File: src/rtl/twin_pred_pkg.sv
package twin_pred_pkg;
  typedef struct packed {
    logic load;
    logic step;
    logic finish;
  } ctrlStrobes_t;
endpackage

File: src/rtl/tpm_prio_scan.sv
module tpm_prio_scan #(
  parameter int WIDTH = 16,
  parameter int IDX_W = 5
) (
  input  logic [WIDTH-1:0] mask,
  input  logic [IDX_W-1:0] fromIdx,
  output logic             found,
  output logic [IDX_W-1:0] pos
);
  always_comb begin
    found = 1'b0;
    pos   = '0;
    for (int k = WIDTH - 1; k >= 0; k--) begin
      if (mask[k] && (IDX_W'(k) >= fromIdx)) begin
        found = 1'b1;
        pos   = IDX_W'(k);
      end
    end
  end
endmodule

File: src/rtl/tpm_datapath.sv
module tpm_datapath
  import twin_pred_pkg::*;
#(
  parameter int MAX_VL = 16,
  parameter int REG_W  = 7,
  parameter int IDX_W  = $clog2(MAX_VL + 1)
) (
  input  logic              clk,
  input  logic              rstN,
  input  ctrlStrobes_t      strobes,
  input  logic [IDX_W-1:0]  vlIn,
  input  logic [MAX_VL-1:0] srcMask,
  input  logic [MAX_VL-1:0] dstMask,
  input  logic [REG_W-1:0]  srcBase,
  input  logic [REG_W-1:0]  dstBase,
  input  logic              srcIsVec,
  input  logic              dstIsVec,
  output logic              canMove,
  output logic              dstVecNow,
  output logic              moveValid,
  output logic [IDX_W-1:0]  moveSrcIdx,
  output logic [IDX_W-1:0]  moveDstIdx,
  output logic [REG_W-1:0]  moveSrcReg,
  output logic [REG_W-1:0]  moveDstReg,
  output logic              done,
  output logic [IDX_W-1:0]  moveCount
);
  localparam logic [IDX_W-1:0] VL_CAP = IDX_W'(MAX_VL);

  logic [IDX_W-1:0]  vlReg, idxSrc, idxDst;
  logic [MAX_VL-1:0] sMaskReg, dMaskReg;
  logic [REG_W-1:0]  sBaseReg, dBaseReg;
  logic              sVecReg, dVecReg;

  logic [IDX_W-1:0] vlClamped;
  logic [IDX_W-1:0] scanPos [2];
  logic             scanFound [2];
  logic [MAX_VL-1:0] scanMask [2];
  logic [IDX_W-1:0] scanFrom [2];
  logic [IDX_W-1:0] candSrc, candDst;
  logic             okSrc, okDst;

  assign vlClamped = (vlIn > VL_CAP) ? VL_CAP : vlIn;

  assign scanMask[0] = sMaskReg;
  assign scanMask[1] = dMaskReg;
  assign scanFrom[0] = idxSrc;
  assign scanFrom[1] = idxDst;

  for (genvar g = 0; g < 2; g++) begin : gScan
    tpm_prio_scan #(.WIDTH(MAX_VL), .IDX_W(IDX_W)) uScan (
      .mask   (scanMask[g]),
      .fromIdx(scanFrom[g]),
      .found  (scanFound[g]),
      .pos    (scanPos[g])
    );
  end

  always_comb begin
    candSrc = sVecReg ? scanPos[0] : idxSrc;
    candDst = dVecReg ? scanPos[1] : idxDst;
    okSrc   = (!sVecReg || scanFound[0]) && (candSrc < vlReg);
    okDst   = (!dVecReg || scanFound[1]) && (candDst < vlReg);
  end

  assign canMove   = okSrc && okDst;
  assign dstVecNow = dVecReg;

  always_ff @(posedge clk) begin
    if (!rstN) begin
      vlReg      <= '0;
      idxSrc     <= '0;
      idxDst     <= '0;
      sMaskReg   <= '0;
      dMaskReg   <= '0;
      sBaseReg   <= '0;
      dBaseReg   <= '0;
      sVecReg    <= 1'b0;
      dVecReg    <= 1'b0;
      moveValid  <= 1'b0;
      moveSrcIdx <= '0;
      moveDstIdx <= '0;
      moveSrcReg <= '0;
      moveDstReg <= '0;
      done       <= 1'b0;
      moveCount  <= '0;
    end else begin
      moveValid <= 1'b0;
      done      <= 1'b0;
      if (strobes.load) begin
        vlReg     <= vlClamped;
        sMaskReg  <= srcMask;
        dMaskReg  <= dstMask;
        sBaseReg  <= srcBase;
        dBaseReg  <= dstBase;
        sVecReg   <= srcIsVec;
        dVecReg   <= dstIsVec;
        idxSrc    <= '0;
        idxDst    <= '0;
        moveCount <= '0;
      end
      if (strobes.step) begin
        moveValid  <= 1'b1;
        moveSrcIdx <= candSrc;
        moveDstIdx <= candDst;
        moveSrcReg <= sBaseReg + REG_W'(candSrc);
        moveDstReg <= dBaseReg + REG_W'(candDst);
        idxSrc     <= sVecReg ? candSrc + 1'b1 : candSrc;
        idxDst     <= dVecReg ? candDst + 1'b1 : candDst;
        moveCount  <= moveCount + 1'b1;
      end
      if (strobes.finish) begin
        done <= 1'b1;
      end
    end
  end
endmodule

File: src/rtl/tpm_ctrl.sv
module tpm_ctrl
  import twin_pred_pkg::*;
(
  input  logic         clk,
  input  logic         rstN,
  input  logic         start,
  input  logic         canMove,
  input  logic         dstVecNow,
  output ctrlStrobes_t strobes,
  output logic         busy
);
  typedef enum logic {ST_IDLE, ST_RUN} state_t;
  state_t state, stateNext;

  always_comb begin
    strobes   = '0;
    stateNext = state;
    case (state)
      ST_IDLE: begin
        if (start) begin
          strobes.load = 1'b1;
          stateNext    = ST_RUN;
        end
      end
      ST_RUN: begin
        if (canMove) begin
          strobes.step = 1'b1;
          if (!dstVecNow) begin
            strobes.finish = 1'b1;
            stateNext      = ST_IDLE;
          end
        end else begin
          strobes.finish = 1'b1;
          stateNext      = ST_IDLE;
        end
      end
      default: stateNext = ST_IDLE;
    endcase
  end

  always_ff @(posedge clk) begin
    if (!rstN) state <= ST_IDLE;
    else       state <= stateNext;
  end

  assign busy = (state == ST_RUN);
endmodule

File: src/rtl/twin_pred_mover.sv
module twin_pred_mover
  import twin_pred_pkg::*;
#(
  parameter int MAX_VL = 16,
  parameter int REG_W  = 7,
  parameter int IDX_W  = $clog2(MAX_VL + 1)
) (
  input  logic              clk,
  input  logic              rstN,
  input  logic              start,
  input  logic [IDX_W-1:0]  vlIn,
  input  logic [MAX_VL-1:0] srcMask,
  input  logic [MAX_VL-1:0] dstMask,
  input  logic [REG_W-1:0]  srcBase,
  input  logic [REG_W-1:0]  dstBase,
  input  logic              srcIsVec,
  input  logic              dstIsVec,
  output logic              busy,
  output logic              moveValid,
  output logic [IDX_W-1:0]  moveSrcIdx,
  output logic [IDX_W-1:0]  moveDstIdx,
  output logic [REG_W-1:0]  moveSrcReg,
  output logic [REG_W-1:0]  moveDstReg,
  output logic              done,
  output logic [IDX_W-1:0]  moveCount
);
  ctrlStrobes_t strobes;
  logic canMove, dstVecNow;

  tpm_ctrl uCtrl (
    .clk      (clk),
    .rstN     (rstN),
    .start    (start),
    .canMove  (canMove),
    .dstVecNow(dstVecNow),
    .strobes  (strobes),
    .busy     (busy)
  );

  tpm_datapath #(.MAX_VL(MAX_VL), .REG_W(REG_W), .IDX_W(IDX_W)) uPath (
    .clk       (clk),
    .rstN      (rstN),
    .strobes   (strobes),
    .vlIn      (vlIn),
    .srcMask   (srcMask),
    .dstMask   (dstMask),
    .srcBase   (srcBase),
    .dstBase   (dstBase),
    .srcIsVec  (srcIsVec),
    .dstIsVec  (dstIsVec),
    .canMove   (canMove),
    .dstVecNow (dstVecNow),
    .moveValid (moveValid),
    .moveSrcIdx(moveSrcIdx),
    .moveDstIdx(moveDstIdx),
    .moveSrcReg(moveSrcReg),
    .moveDstReg(moveDstReg),
    .done      (done),
    .moveCount (moveCount)
  );
endmodule

File: config.mk
export PLATFORM = sky130hd
export DESIGN_NAME = twin_pred_mover
export DESIGN_NICKNAME = d
export VERILOG_FILES = /design/src/rtl/twin_pred_pkg.sv /design/src/rtl/tpm_prio_scan.sv /design/src/rtl/tpm_datapath.sv /design/src/rtl/tpm_ctrl.sv /design/src/rtl/twin_pred_mover.sv
export SDC_FILE = /design/constraint.sdc
export NUM_CORES = 1
export LEC_CHECK = 0
export BUFFER_PORTS_ARGS = -buffer_cell sky130_fd_sc_hd__buf_4
export CAP_MARGIN = 20
export CORE_ASPECT_RATIO = 0.5
export CORE_UTILIZATION = 35
export DETAILED_ROUTE_END_ITERATION = 10
export HOLD_SLACK_MARGIN = 0.05
export PLACE_DENSITY_LB_ADDON = 0.1
export SLEW_MARGIN = 25
export SYNTH_ARGS = -nofsm -noshare
export SYNTH_HDL_FRONTEND = slang
export SYNTH_HIERARCHICAL = 1
export SYNTH_SLANG_ARGS = --single-unit
File: constraint.sdc
create_clock -name clk -period 3.75 [get_ports clk]
set_input_delay 0.75 -clock clk [delete_from_list [all_inputs] [get_ports clk]]
set_output_delay 0.75 -clock clk [all_outputs]
set_load 0.05 [all_outputs]
==> flow_summary_export.csv <==
group,metric,value,unit
outcome,status,"complete, no violations",
synthesis,synth_area,0.00542,mm²
detailed_routing,drtAntennaViolNets,0,
global_route,use_met1,27.0,%
synthesis,ys_async_sr_fraction,0,%
sta,period_share,96.2,%
power_and_ir_drop,seq_power_share,42.9,%
power_and_ir_drop,comb_power_share,20.5,%
hold_path,hold_end,"uPath/moveDstReg[1]$_SDFFE_PN0P_",
die,fp.dieW,178,µm
global_route,use_met3,3.34,%
cts,cts_buffers,9,
cts,root_buffer,"clkbuf_16",
power_and_ir_drop,power.share.clock,36.6,%
die,initial_utilization,36.7,%
power_and_ir_drop,p_per_area,362,mW/mm²
sta,min_period,3.61,ns
cells_and_area,fin_nets,796,
sta,worst_hold_slack,0.495,ns
power_and_ir_drop,p_sw,699,µW
cells_and_area,diodes,0,
power_and_ir_drop,leakagePower,0.00309,µW
setup_path,reg2reg_from,"uPath/idxDst[2]$_SDFFE_PN0P_",
global_route,grt_start_max_net_pins,75,
global_route,grt_pass1_vias,4282,
synthesis,synthCells,595,
synthesis,synth_cell_type_count,57,
cells_and_area,post-route-util,47.4,%
detailed_routing,vias,4594,
hold_path,hp-start,"uPath/moveDstReg[1]$_SDFFE_PN0P_",
cells_and_area,final_area,0.00701,mm²
setup_path,worstReg2RegEnd,"uPath/moveDstReg[5]$_SDFFE_PN0P_",
synthesis,synthFlopType,"dfxtp_1",
setup_path,cp_data_arrival_time,3.82,ns
hold_path,hold_depth,1,
setup_path,critPathKind,"reg2reg",
synthesis,synth.net_count,674,
cts,cts_sinks,95,
detailed_routing,totalWireLength,13900,µm
placed_design,place_area,0.00657,mm²
die,io_pins,88,
die,coreArea,0.0148,mm²
detailed_routing,drt_iter0_drc,229,
power_and_ir_drop,sw_frac_of_total,27.5,%
global_route,overflow,0,
run,drv_cap,0,
power_and_ir_drop,peakVddDrop,0.200,mV
sta,fmax,277,MHz
setup_path,crit_slowest_cell,"dfxtp_4",
hold_path,hp-class,"reg2reg",
detailed_routing,wl_per_cell,15.1,µm
synthesis,syn_area_per_cell,9.11,µm²
placed_design,gp_congestion,0.825,
detailed_routing,dr.pass1.iters,4,
sta,final-hold-violation-count,0,
sta,slew-limit-headroom,51.2,%
setup_path,critPathMostFrequentCell,"a21o_1",
setup_path,start_kind,"flop",
synthesis,synth_seq_cells,95,
setup_path,cp.required,3.96,ns
cts,clockBufferDepth,2,
die,placementRows,31,
cells_and_area,syn2layout_area_growth,29.3,%
setup_path,reg2regPathDepth,16,
setup_path,path_max_fanout,11,
synthesis,yosysWarnings,6,
setup_path,cp-end-kind,"flop",
cells_and_area,drive_gt1_share,28.1,%
sta,skew,0.00799,ns
global_route,grt_first_pass_wirelength,22100,µm
power_and_ir_drop,intPower,1840,µW
die,die_h,90.0,µm
cts,htree_levels,3,
global_route,grt_use_total,17.3,%
global_route,antenna_found_initial,0,
synthesis,synth-seq-area-share,35.1,%
placed_design,hpwl,10200,µm
sta,worst_pin_slew,0.731,ns
sta,drv_slew,0,
cts,clock_latency,0.34,ns
detailed_routing,drc,0,
detailed_routing,via_per_inst,4.99,
sta,report.final.setup_viol,0,
global_route,use_met2,24.0,%
placed_design,io_buffers,87,
cts,path_clk_slew,0.07,ns
cts,cts_tree,"done",
setup_path,worst-r2r-setup-slack,0.14,ns
setup_path,max_stage_delay,0.43,ns
global_route,top_usage_layer,"met1",
setup_path,path_cells,"o21ai_0 -> nand3b_1 -> nand2_1 -> or3b_1 -> a21oi_2 -> mux2_2 -> ha_1 -> a21o_1 -> a21o_1 -> a2111o_1 -> a31oi_2 -> and2_4 -> buf_8 -> and3b_1 -> a31oi_1 -> o211ai_1",
die,dieArea,0.0160,mm²
cts,hold_buffers,0,
synthesis,synth_enable_flop_cells,0,
==> power by group through the flow <==
stage	combinational (µW)	clock, µW	sequential (µW)
after floorplan	285	0	1140
after global placement	501	0	1120
final	521	928	1090
after CTS	505	960	1090
after global routing	570	1000	1090
after detailed placement	502	0	1120
==> cells in the final DEF, fill, tap and decap left out, drive strengths merged, types with 6 or more instances in the layout <==
cell type / synthesis / final
and2: 6 / 6
dfxtp: 95 / 95
xnor2: 6 / 6
a21oi: 17 / 17
mux2i: 64 / 64
and3: 7 / 7
o2111ai: 6 / 6
o21ai: 26 / 26
buf: 26 / 148
o211a: 10 / 10
a21boi: 7 / 7
and3b: 6 / 6
clkbuf: 11 / 10
nor2: 11 / 11
o211ai: 10 / 10
ha: 21 / 21
inv: 24 / 24
nor2b: 80 / 80
nand3: 14 / 14
nand2: 42 / 42
nand3b: 18 / 18
nand4: 17 / 17
nand2b: 6 / 6
==> synth_stat cells (all sizes together) (5+ instances only) <==
master   number  area [µm²]
inv          24        90.1
o2111ai       6        52.6
xnor2         6        52.6
nor2         11        56.3
and3          7        43.8
nand3b       18         135
buf          26         158
o21ai        26         160
a21boi        7        52.6
nand4        17         106
xor2          5        43.8
and3b         6        52.6
a21oi        17        92.6
ha           21         263
a31oi         5        31.3
nand3        14        70.1
dfxtp        95        1900
and2          6        38.8
clkbuf       11        41.3
o211ai       10        75.1
o211a        10         100
nand2        42         158
mux2i        64         644
nand2b        6        37.5
nor2b        80         508
==> repair_timing <==
action	4_1_cts	5_1_grt
cloned	0	0
gates resized for setup	8	35
pin swaps	0	1
setup endpoints to repair	37	40
setup buffers	0	5
==> cell families after synthesis <==
group                      Yosys count  share of synthesized area, %
buffers and inverters               62                          5.40
xor gates and xnor gates            11                          1.78
muxes                               66                          12.3
other                                2                         0.138
AOI/OAI and AO/OA                  121                          16.6
DFF                                 95                          35.1
and+or+nand+nor                    215                          23.2
adders and majority gates           23                          5.58
==> critical path: cells and delay by family, from the launching register on <==
family,cells,cell delay [ns]
compound gates,8,1.48
simple gates,5,1.00
flops,1,0.43
fa+ha+maj,1,0.23
mux,1,0.20
buf+inv,1,0.14
==> area by class of cell <==
| type | count | area [µm²] |
|---|---|---|
| sequential | 95 | 1930 |
| fill | 1443 | 7770 |
| clock buffer | 10 | 239 |
| multi-input combinational | 438 | 3300 |
| clock inverter | 6 | 60.1 |
| tap | 198 | 248 |
| inverter | 25 | 93.8 |
| timing repair buffer | 148 | 1130 |
==> worst max-delay path by stage <==
stage,cells past startpoint,from,endpoint,slack (ns)
floorplan,18,uPath/idxDst[1]$_SDFFE_PN0P_,uPath/moveSrcIdx[1]$_SDFFE_PN0P_,0.05
global placement,16,uPath/idxDst[1]$_SDFFE_PN0P_,uPath/moveSrcReg[5]$_SDFFE_PN0P_,-0.09
detailed placement,16,uPath/idxDst[1]$_SDFFE_PN0P_,uPath/moveDstReg[5]$_SDFFE_PN0P_,-0.20
CTS,18,uPath/idxSrc[3]$_SDFFE_PN0P_,uPath/moveDstReg[5]$_SDFFE_PN0P_,0.02
global route,18,uPath/idxDst[1]$_SDFFE_PN0P_,uPath/moveDstReg[5]$_SDFFE_PN0P_,-0.05
finish,16,uPath/idxDst[2]$_SDFFE_PN0P_,uPath/moveDstReg[5]$_SDFFE_PN0P_,0.14
==> stage by stage <==
stage	setup WS (ns)	total power [µW]	TNS, ns	instances
floorplan	0.0518	1430	0	595
global placement	-0.0858	1620	-0.689	899
detailed placement	-0.202	1620	-2.99	899
CTS	0.0228	2560	0	915
global route	-0.0531	2670	-0.356	920
finish	0.142	2540	0	920
==> routing by layer <==
metal	share of wire, %	up-vias
li1	-	2370
met1	56	2126
met2	39	92
met3	4.1	6
met4	0.52	0
met5	0	-
==> registers in the layout, indices dropped and copies added, names as in the netlist, 5 cells and up <==
signal / flops
uPath/dMaskReg: 16
uPath/sMaskReg: 16
uPath/dBaseReg: 7
uPath/moveDstReg: 7
uPath/moveSrcReg: 7
uPath/sBaseReg: 7
uPath/idxDst: 5
uPath/idxSrc: 5
uPath/moveCount: 5
uPath/moveDstIdx: 5
uPath/moveSrcIdx: 5
uPath/vlReg: 5
Note: power is estimated with default switching activity, not from simulation.
